`config.mk`:
```
export PLATFORM = sky130hd
export DESIGN_NAME = tevt_top
export DESIGN_NICKNAME = d
export VERILOG_FILES = /design/src/rtl/tevt_pkg.sv /design/src/rtl/tevt_limit_cmp.sv /design/src/rtl/tevt_state.sv /design/src/rtl/tevt_top.sv
export SDC_FILE = /design/constraint.sdc
export NUM_CORES = 1
export LEC_CHECK = 0
export ABC_AREA = 1
export CORE_MARGIN = 2
export CORE_UTILIZATION = 45
export DETAILED_ROUTE_END_ITERATION = 16
export PLACE_DENSITY = 0.82
export SLEW_MARGIN = 5
export SYNTH_ARGS = -nofsm -noshare
export SYNTH_HDL_FRONTEND = slang
export SYNTH_HIERARCHICAL = 1
export SYNTH_SLANG_ARGS = --single-unit
```
`constraint.sdc`:
```
create_clock -name clk -period 3.4 [get_ports clk]
set_input_delay 0.68 -clock clk [delete_from_list [all_inputs] [get_ports clk]]
set_output_delay 0.68 -clock clk [all_outputs]
set_load 0.02 [all_outputs]
```
`src/rtl/tevt_pkg.sv`:
```
// Package: shared mode encoding and status bit positions for the thermal
// event controller. Assumes a 2-bit mode select.
package tevt_pkg;
    typedef enum logic [1:0] {
        MODE_INT  = 2'd0,
        MODE_CMP  = 2'd1,
        MODE_CRIT = 2'd2,
        MODE_CMPB = 2'd3
    } evt_mode_e;

    localparam int STAT_W    = 3;
    localparam int STAT_HI   = 0;
    localparam int STAT_LO   = 1;
    localparam int STAT_CRIT = 2;
endpackage

```
`src/rtl/tevt_limit_cmp.sv`:
```
// Limit comparator: purely combinational signed compares of one sample
// against the window and critical limits, including hysteresis release
// thresholds. Assumes hyst is unsigned; the math is carried two bits
// wider than the sample so thresholds never wrap.
module tevt_limit_cmp #(
    parameter int TW = 13
) (
    input  logic signed [TW-1:0] temp,
    input  logic signed [TW-1:0] lim_hi,
    input  logic signed [TW-1:0] lim_lo,
    input  logic signed [TW-1:0] lim_crit,
    input  logic        [TW-1:0] hyst,
    output logic                 above_hi,
    output logic                 below_lo,
    output logic                 above_crit,
    output logic                 crit_release,
    output logic                 win_release
);
    localparam int XW = TW + 2;

    logic signed [XW-1:0] t_x, hi_x, lo_x, crit_x, h_x;

    // Sign-extend the signed operands and zero-extend the hysteresis.
    always_comb begin
        t_x    = {{2{temp[TW-1]}},     temp};
        hi_x   = {{2{lim_hi[TW-1]}},   lim_hi};
        lo_x   = {{2{lim_lo[TW-1]}},   lim_lo};
        crit_x = {{2{lim_crit[TW-1]}}, lim_crit};
        h_x    = {2'b00, hyst};
    end

    // Trip and release decisions for the window and critical limits.
    always_comb begin
        above_hi     = t_x > hi_x;
        below_lo     = t_x < lo_x;
        above_crit   = t_x > crit_x;
        crit_release = t_x < (crit_x - h_x);
        win_release  = (t_x < (hi_x - h_x)) && (t_x > (lo_x + h_x));
    end
endmodule

```
`src/rtl/tevt_state.sv`:
```
// Event state: registers the last sample, the status bits, the critical
// and window hysteresis states and the interrupt latch. Assumes compare
// results belong to the sample presented in the same cycle and that
// limits are steady while samp_valid is high.
module tevt_state
    import tevt_pkg::*;
#(
    parameter int TW = 13
) (
    input  logic                 clk,
    input  logic                 rst_n,
    input  logic                 samp_valid,
    input  logic signed [TW-1:0] samp_temp,
    input  logic [1:0]           mode,
    input  logic                 clr_wr,
    input  logic                 above_hi,
    input  logic                 below_lo,
    input  logic                 above_crit,
    input  logic                 crit_release,
    input  logic                 win_release,
    output logic signed [TW-1:0] temp_q,
    output logic [STAT_W-1:0]    stat_q,
    output logic                 crit_act,
    output logic                 win_act,
    output logic                 int_lat
);
    logic out_of_win;
    assign out_of_win = above_hi || below_lo;

    // Capture the sample value and raw comparison flags on each strobe.
    always_ff @(posedge clk) begin
        if (!rst_n) begin
            temp_q <= '0;
            stat_q <= '0;
        end else if (samp_valid) begin
            temp_q            <= samp_temp;
            stat_q[STAT_HI]   <= above_hi;
            stat_q[STAT_LO]   <= below_lo;
            stat_q[STAT_CRIT] <= above_crit;
        end
    end

    // Critical hysteresis state, active in every mode.
    always_ff @(posedge clk) begin
        if (!rst_n)                        crit_act <= 1'b0;
        else if (samp_valid && above_crit)   crit_act <= 1'b1;
        else if (samp_valid && crit_release) crit_act <= 1'b0;
    end

    // Window hysteresis state used by comparator mode.
    always_ff @(posedge clk) begin
        if (!rst_n)                         win_act <= 1'b0;
        else if (samp_valid && out_of_win)  win_act <= 1'b1;
        else if (samp_valid && win_release) win_act <= 1'b0;
    end

    // Interrupt latch: set by a window violation, cleared by the strobe;
    // a new violation in the clear cycle wins; dropped outside interrupt mode.
    always_ff @(posedge clk) begin
        if (!rst_n)                          int_lat <= 1'b0;
        else if (mode != MODE_INT)           int_lat <= 1'b0;
        else if (samp_valid && out_of_win)   int_lat <= 1'b1;
        else if (clr_wr)                     int_lat <= 1'b0;
    end


    crit_set_chk: assert property (@(posedge clk) disable iff (!rst_n)
        (samp_valid && above_crit) |=> crit_act);

    crit_hold_chk: assert property (@(posedge clk) disable iff (!rst_n)
        (crit_act && !(samp_valid && crit_release)) |=> crit_act);

    lat_hold_chk: assert property (@(posedge clk) disable iff (!rst_n)
        (int_lat && !clr_wr && mode == MODE_INT) |=> int_lat);

    stat_stable_chk: assert property (@(posedge clk) disable iff (!rst_n)
        !samp_valid |=> $stable(stat_q));

    temp_hold_chk: assert property (@(posedge clk) disable iff (!rst_n)
        !samp_valid |=> $stable(temp_q));
endmodule

```
`src/rtl/tevt_top.sv`:
```
// Thermal event output controller top: wires the comparator to the state
// registers and selects the pin pull-low enable by mode. Assumes an
// external pull-up; the output only ever requests a low drive.
module tevt_top
    import tevt_pkg::*;
#(
    parameter int TW = 13
) (
    input  logic                 clk,
    input  logic                 rst_n,
    input  logic                 samp_valid,
    input  logic signed [TW-1:0] samp_temp,
    input  logic signed [TW-1:0] lim_hi,
    input  logic signed [TW-1:0] lim_lo,
    input  logic signed [TW-1:0] lim_crit,
    input  logic [TW-1:0]        hyst,
    input  logic [1:0]           mode,
    input  logic                 clr_wr,
    output logic                 evt_drive_low,
    output logic [2:0]           status,
    output logic signed [TW-1:0] temp_rd
);
    logic above_hi, below_lo, above_crit, crit_release, win_release;
    logic crit_act, win_act, int_lat;
    logic [STAT_W-1:0] stat_q;

    tevt_limit_cmp #(.TW(TW)) u_cmp (
        .temp         (samp_temp),
        .lim_hi       (lim_hi),
        .lim_lo       (lim_lo),
        .lim_crit     (lim_crit),
        .hyst         (hyst),
        .above_hi     (above_hi),
        .below_lo     (below_lo),
        .above_crit   (above_crit),
        .crit_release (crit_release),
        .win_release  (win_release)
    );

    tevt_state #(.TW(TW)) u_state (
        .clk          (clk),
        .rst_n        (rst_n),
        .samp_valid   (samp_valid),
        .samp_temp    (samp_temp),
        .mode         (mode),
        .clr_wr       (clr_wr),
        .above_hi     (above_hi),
        .below_lo     (below_lo),
        .above_crit   (above_crit),
        .crit_release (crit_release),
        .win_release  (win_release),
        .temp_q       (temp_rd),
        .stat_q       (stat_q),
        .crit_act     (crit_act),
        .win_act      (win_act),
        .int_lat      (int_lat)
    );

    assign status = stat_q;

    // Mode select of the pull-low enable; critical always participates.
    always_comb begin
        case (evt_mode_e'(mode))
            MODE_INT:  evt_drive_low = int_lat || crit_act;
            MODE_CRIT: evt_drive_low = crit_act;
            default:   evt_drive_low = win_act || crit_act;
        endcase
    end


    crit_force_chk: assert property (@(posedge clk) disable iff (!rst_n)
        crit_act |-> evt_drive_low);

    critonly_chk: assert property (@(posedge clk) disable iff (!rst_n)
        (mode == MODE_CRIT && !crit_act) |-> !evt_drive_low);

    clr_crit_chk: assert property (@(posedge clk) disable iff (!rst_n)
        (crit_act && clr_wr && !samp_valid) |=> evt_drive_low);
endmodule

```
* After elaboration in Yosys (flattened, before gate mapping) *
Cells that the tools add are included.

word-level totals
  input port bits = 71
  flip-flop bits (word level) = 19

operators by class
  $add $sub $neg = 3
  multiplexer cells = 7
  equal/unequal tests = 1
  reduce and logical (&&, ||, !) cells = 14
  bitwise logic cells = 1
  $lt $le $gt $ge = 6

operators by type and width
  kind                number
  $lt 13x15->1        2
  $sub 13x14->15      2
  $gt 13x13->1        2
  $add 13x14->15      1
  $gt 13x15->1        1
  $lt 13x13->1        1
  $reduce_bool 2->1   4
  $mux 1              6
  $logic_and 1x1->1   5
  $logic_or 1x1->1    3
  $eq 2x2->1 const B  1
  $logic_not 2->1     1
  $pmux 1 s2          1
  $reduce_or 2->1     1
  $not 1->1           1

* Longest topological paths before layout *
  word-level depth = 6
  mapped depth = 24
  depth with buffers taken out = 24

* Hierarchy *
Netlist, hierarchy kept.

modules (own cells, without submodules)
  module          instances  area each (sq um)  cells an instance
  tevt_limit_cmp  1          4185.3             673
  tevt_state      1          711.9              85
  tevt_top        1          16.3               4

* Worst setup path before layout *
OpenSTA, ideal clock, no wires.

  path kind = in2reg
  start point = input lim_lo[0]
  end point = register u_state.win_act
  cell stages on the path = 23
  slack = 0.376 ns
  buffers on the path = 0
  arrival time = 2.898 ns
  cells stage by stage = ha_1 > fa_1 > nand3_1 > nand2_2 > nand3_1 > nand2_2 > nand3b_1 > nand2_1 > nand2_1 > nand2_1 > ha_1 > nand2_1 > inv_2 > nand2_1 > nand2_1 > a21oi_1 > nand2_1 > nand2_1 > nand3_1 > nor2_1 > nand2_1 > nand2_1 > a21oi_1

between the ends
  longest elaborated chain between the ends = 5
  elaborated cells on any way between the ends = 9

ends and longest elaborated chain
  what                                line                  source
  start: declaration                  tevt_top.sv:14        input logic signed [TW-1:0] lim_lo,
  $add 13x14->15                      tevt_limit_cmp.sv:38  win_release = (t_x < (hi_x - h_x)) && (t_x > (lo_x + h_x));
  $gt 13x15->1                        tevt_limit_cmp.sv:38
  $logic_and 1x1->1                   tevt_limit_cmp.sv:38
  net win_release                     tevt_top.sv:23        logic above_hi, below_lo, above_crit, crit_release, win_release;
  $logic_and 1x1->1                   tevt_state.sv:54      else if (samp_valid && win_release) win_act <= 1'b0;
  $reduce_bool 2->1 (no source line)  --
  end signal: assignment              tevt_state.sv:52      if (!rst_n) win_act <= 1'b0;
  end signal: assignment              tevt_state.sv:53      else if (samp_valid && out_of_win) win_act <= 1'b1;
  end signal: assignment              tevt_state.sv:54
  end: declaration                    tevt_state.sv:24      output logic win_act,

The timed path passes the listed nets, and every way through them passes these cells.
A chain may end at the register's enable or synchronous reset.

* Worst setup path after layout *
  start point = input lim_crit[7]
  end point = register u_state.crit_act

between the ends
  longest elaborated chain between the ends = 4
  elaborated cells on any way between the ends = 7

ends and longest elaborated chain
  what                                line                  source
  start: declaration                  tevt_top.sv:15        input logic signed [TW-1:0] lim_crit,
  $sub 13x14->15                      tevt_limit_cmp.sv:37  crit_release = t_x < (crit_x - h_x);
  $lt 13x15->1                        tevt_limit_cmp.sv:37
  net crit_release                    tevt_top.sv:23
  $logic_and 1x1->1                   tevt_state.sv:47      else if (samp_valid && crit_release) crit_act <= 1'b0;
  $reduce_bool 2->1 (no source line)  --
  end signal: assignment              tevt_state.sv:45      if (!rst_n) crit_act <= 1'b0;
  end signal: assignment              tevt_state.sv:46      else if (samp_valid && above_crit) crit_act <= 1'b1;
  end signal: assignment              tevt_state.sv:47
  end: declaration                    tevt_state.sv:23      output logic crit_act,

The timed path passes the listed nets, and every way through them passes these cells.

==> impl_metrics.csv <==
group,metric,value,unit
status,outcome,"finished, final reports clean",
cts,cts_tree,"built",
route,via_per_inst,5.27,
route,dr_total_vias,5770,
yosys,netlist-cell-type-count,33,
setup_path,worst_setup_path_start_kind,"input port",
cts,clkTransAtPathRegs,70,ps
sta,setup-tns-final,0,ps
setup_path,r2r-end,"u_state/temp_q[12]$_SDFFE_PN0P_",
sta,fin_worst_hold_slack,459,ps
cts,ctsRootBufferMaster,"clkbuf_8",
setup_path,path_max_fanout,3,
yosys,synth_edf_count,0,
setup_path,arrival,3510,ps
pwr,leakagePower,3.94,nW
die,die_area,11800,um^2
layout,finalNetCount,1152,
die,ports,88,
global_routing,globalRoute.totalOverflow,0,
placement,post-place-cells,1088,
yosys,synth_seq_cells,19,
yosys,syn-instance-count,762,
global_routing,initial_antenna_violation_count,0,
worst_hold_path,hold_path.class,"register to register",
cts,cts.htree.levels,1,
route,remaining_drc_errors,0,
pwr,power.ir.vdd_worst,197,uV
yosys,yosys_warnings,6,
die,placementRows,38,
yosys,mappedNetlistNets,959,
die,core_region_area,10700,um^2
pwr,sw_pwr,0.779,mW
yosys,synth_sequential_area_ratio,0.0774,
global_routing,first_global_vias,5349,
sta,worst-slew-pin-transition,754,ps
sta,timing.final.setup_violations,0,
pwr,combPwrFrac,0.770,
cts,cts_made_buffers,3,
placement,io_buffers,87,
yosys,syn-mean-instance-area,6.45,um^2
yosys,mappedNetlistArea,4910,um^2
placement,gp_congestion,0.919,
sta,relSlewSlack,0.496,
placement,dpl_hpwl,12200,um
cts,holdBufCountCts,0,
route,firstDrtPassIters,5,
pwr,sw_ratio,0.449,
setup_path,register_to_register_setup_slack,2720,ps
yosys,yosys.area.top_type_share,0.313,
layout,drive_above_1_share,0.248,
setup_path,endpoint_class_of_the_critical_path,"register",
sta,setup_repair_after_global_routing_missed_its_margin,"true",
cts,cts_num_sinks,19,
yosys,dominantRegCellSynth,"dfxtp_1",
layout,instances_no_fill,1094,
layout,area_growth_syn_to_layout,49.8,%
global_routing,largest_net_degree_at_the_start_of_global_routing,21,
global_routing,total_routing_resource_utilization_after_global_routing,0.239,
route,ant_nets_after_route,0,
setup_path,critical_path.reg2reg.startpoint,"u_state/temp_q[12]$_SDFFE_PN0P_",
global_routing,grt_pass1_wl,22900,um
cts,clkLatencyLatePin,250,ps
route,wl,15800,um
die,width_of_the_die,108,um
worst_hold_path,timing.hold.worst_path_depth,2,
cts,cts-root-to-sink-buffers,2,
sta,max_freq,301,MHz
setup_path,reg2regPathDepth,2,
sta,finalCritPeriodShare,0.978,
route,first_iter_violations,400,
route,routed_wire_length_per_instance,14.5,um
yosys,yosysTopAreaCell,"ha_1",
yosys,synth.cells.most_frequent,"nand2_1 (175), ha_1 (123), inv_1 (119), a21oi_1 (66), nor2_1 (65)",
sta,timing.clock.skew,0,ps
sta,hold_violations,0,
yosys,synth.area.top_cells,"ha_1 (31%), nand2_1 (13%), inv_1 (9.1%)",
pwr,fraction_of_power_consumed_by_sequential_logic,0.143,
worst_hold_path,whs_endpoint,"u_state/crit_act$_SDFFE_PN0P_",
sta,final.min_clock_period,3320,ps
setup_path,critical_setup_path_class,"input port to register",
sta,slew_viol_final,0,
yosys,ys_async_sr_fraction,0,
worst_hold_path,hp-start,"u_state/crit_act$_SDFFE_PN0P_",
setup_path,worst_ep_required_time,3590,ps
pwr,power_density,236,nW/um^2
die,start_util,0.457,
layout,antenna_cell_count,0,
pwr,power.share.clock,0.087,
die,fp.dieH,108,um
job,reported_max_cap_violation_count,0,
yosys,synthMostInstantiatedCell,"nand2_1",
pwr,cell_internal_pwr,0.957,mW
[timing repair]
item,CTS,global route
setup endpoints to repair,2,2
setup buffers,0,2
cloned,0,0
resized for setup,8,115
pin swaps,2,26
[routing by layer]
layer,routed length (um),track usage,share of wire,up-vias
li1,-,-,-,2894
met1,6550,0.290,0.41,2641
met2,8070,0.452,0.51,187
met3,667,0.00663,0.042,48
met4,546,0.0778,0.034,0
met5,0,0,0,-
[layout by cell type, fill, tap and decap left out, types with 6 or more instances in the layout]
master             n
a21oi_1           50
a21oi_2           23
buf_4            105
clkdlybuf4s50_1   64
dfxtp_1           19
dlymetal6s2s_1    22
ha_1              95
ha_4              27
inv_1            106
inv_2             17
nand2_1          168
nand2_2           18
nand3_1           37
nand3_2            6
nand4_1            8
nor2_1            59
nor2_2            16
o21ai_0           22
o21ai_1            6
o21bai_1           8
xnor2_1            9
xor2_1            18
[cell type report]
type / count / area [um^2]
multi-input cells: 615 / 4570
repair buffers: 192 / 1710
flip-flops and latches: 19 / 380
inverters: 124 / 473
clock buffers: 4 / 45.0
fillers: 843 / 3390
well taps: 140 / 175
[registers in the layout, indices dropped and copies added (netlist names)]
register	flops
u_state/crit_act	1
u_state/stat_q	3
u_state/int_lat	1
u_state/win_act	1
u_state/temp_q	13
[power by group through the flow]
stage | Sequential [mW] | Clock [mW] | Combinational, mW
CTS | 0.248 | 0.154 | 1.19
global route | 0.250 | 0.163 | 1.47
finish | 0.248 | 0.151 | 1.34
global placement | 0.253 | 0 | 1.13
floorplan | 0.269 | 0 | 0.674
detailed placement | 0.253 | 0 | 1.17
[worst max-delay path by stage]
stage,cells after the start,startpoint,slack [ps],to
after floorplan,23,lim_lo[0],380,u_state/win_act$_SDFFE_PN0P_
after global placement,24,hyst[0],-340,u_state/win_act$_SDFFE_PN0P_
after detailed placement,24,hyst[0],-410,u_state/win_act$_SDFFE_PN0P_
after CTS,23,lim_lo[0],-40,u_state/win_act$_SDFFE_PN0P_
after global routing,21,hyst[6],-130,u_state/win_act$_SDFFE_PN0P_
final,18,lim_crit[7],80,u_state/crit_act$_SDFFE_PN0P_
[cell families after synthesis]
kind of cell               after synthesis  synth area share
AOI/OAI and AO/OA                      128             0.147
xor gates and xnor gates                31            0.0568
adders and majority gates              126             0.325
buffers and inverters                  128             0.105
DFF                                     19            0.0774
and+or+nand+nor                        330             0.289
[worst max-delay path: stages]
cell	delay, ps
clkdlybuf4s50_1	470
ha_1	360
a21oi_1	240
inv_1	80
nor2_1	130
nand2_2	80
buf_4	150
xnor2_2	130
ha_1	320
a21oi_2	190
o21ai_1	110
a21oi_2	180
nand2_1	80
nand2_1	50
nand2_1	50
nand2_1	60
nand2_1	70
a21oi_1	100
[metrics by stage]
stage,power [mW],worst slack [ps],utilization,instance area (um^2)
global route,1.88,-133,0.685,7360
floorplan,0.943,376,-,4910
detailed placement,1.42,-406,0.623,6690
CTS,1.59,-41.7,0.630,6770
global placement,1.39,-336,0.623,6690
finish,1.74,76.4,0.685,7360
No activity file was read; power rests on OpenSTA's default activity.
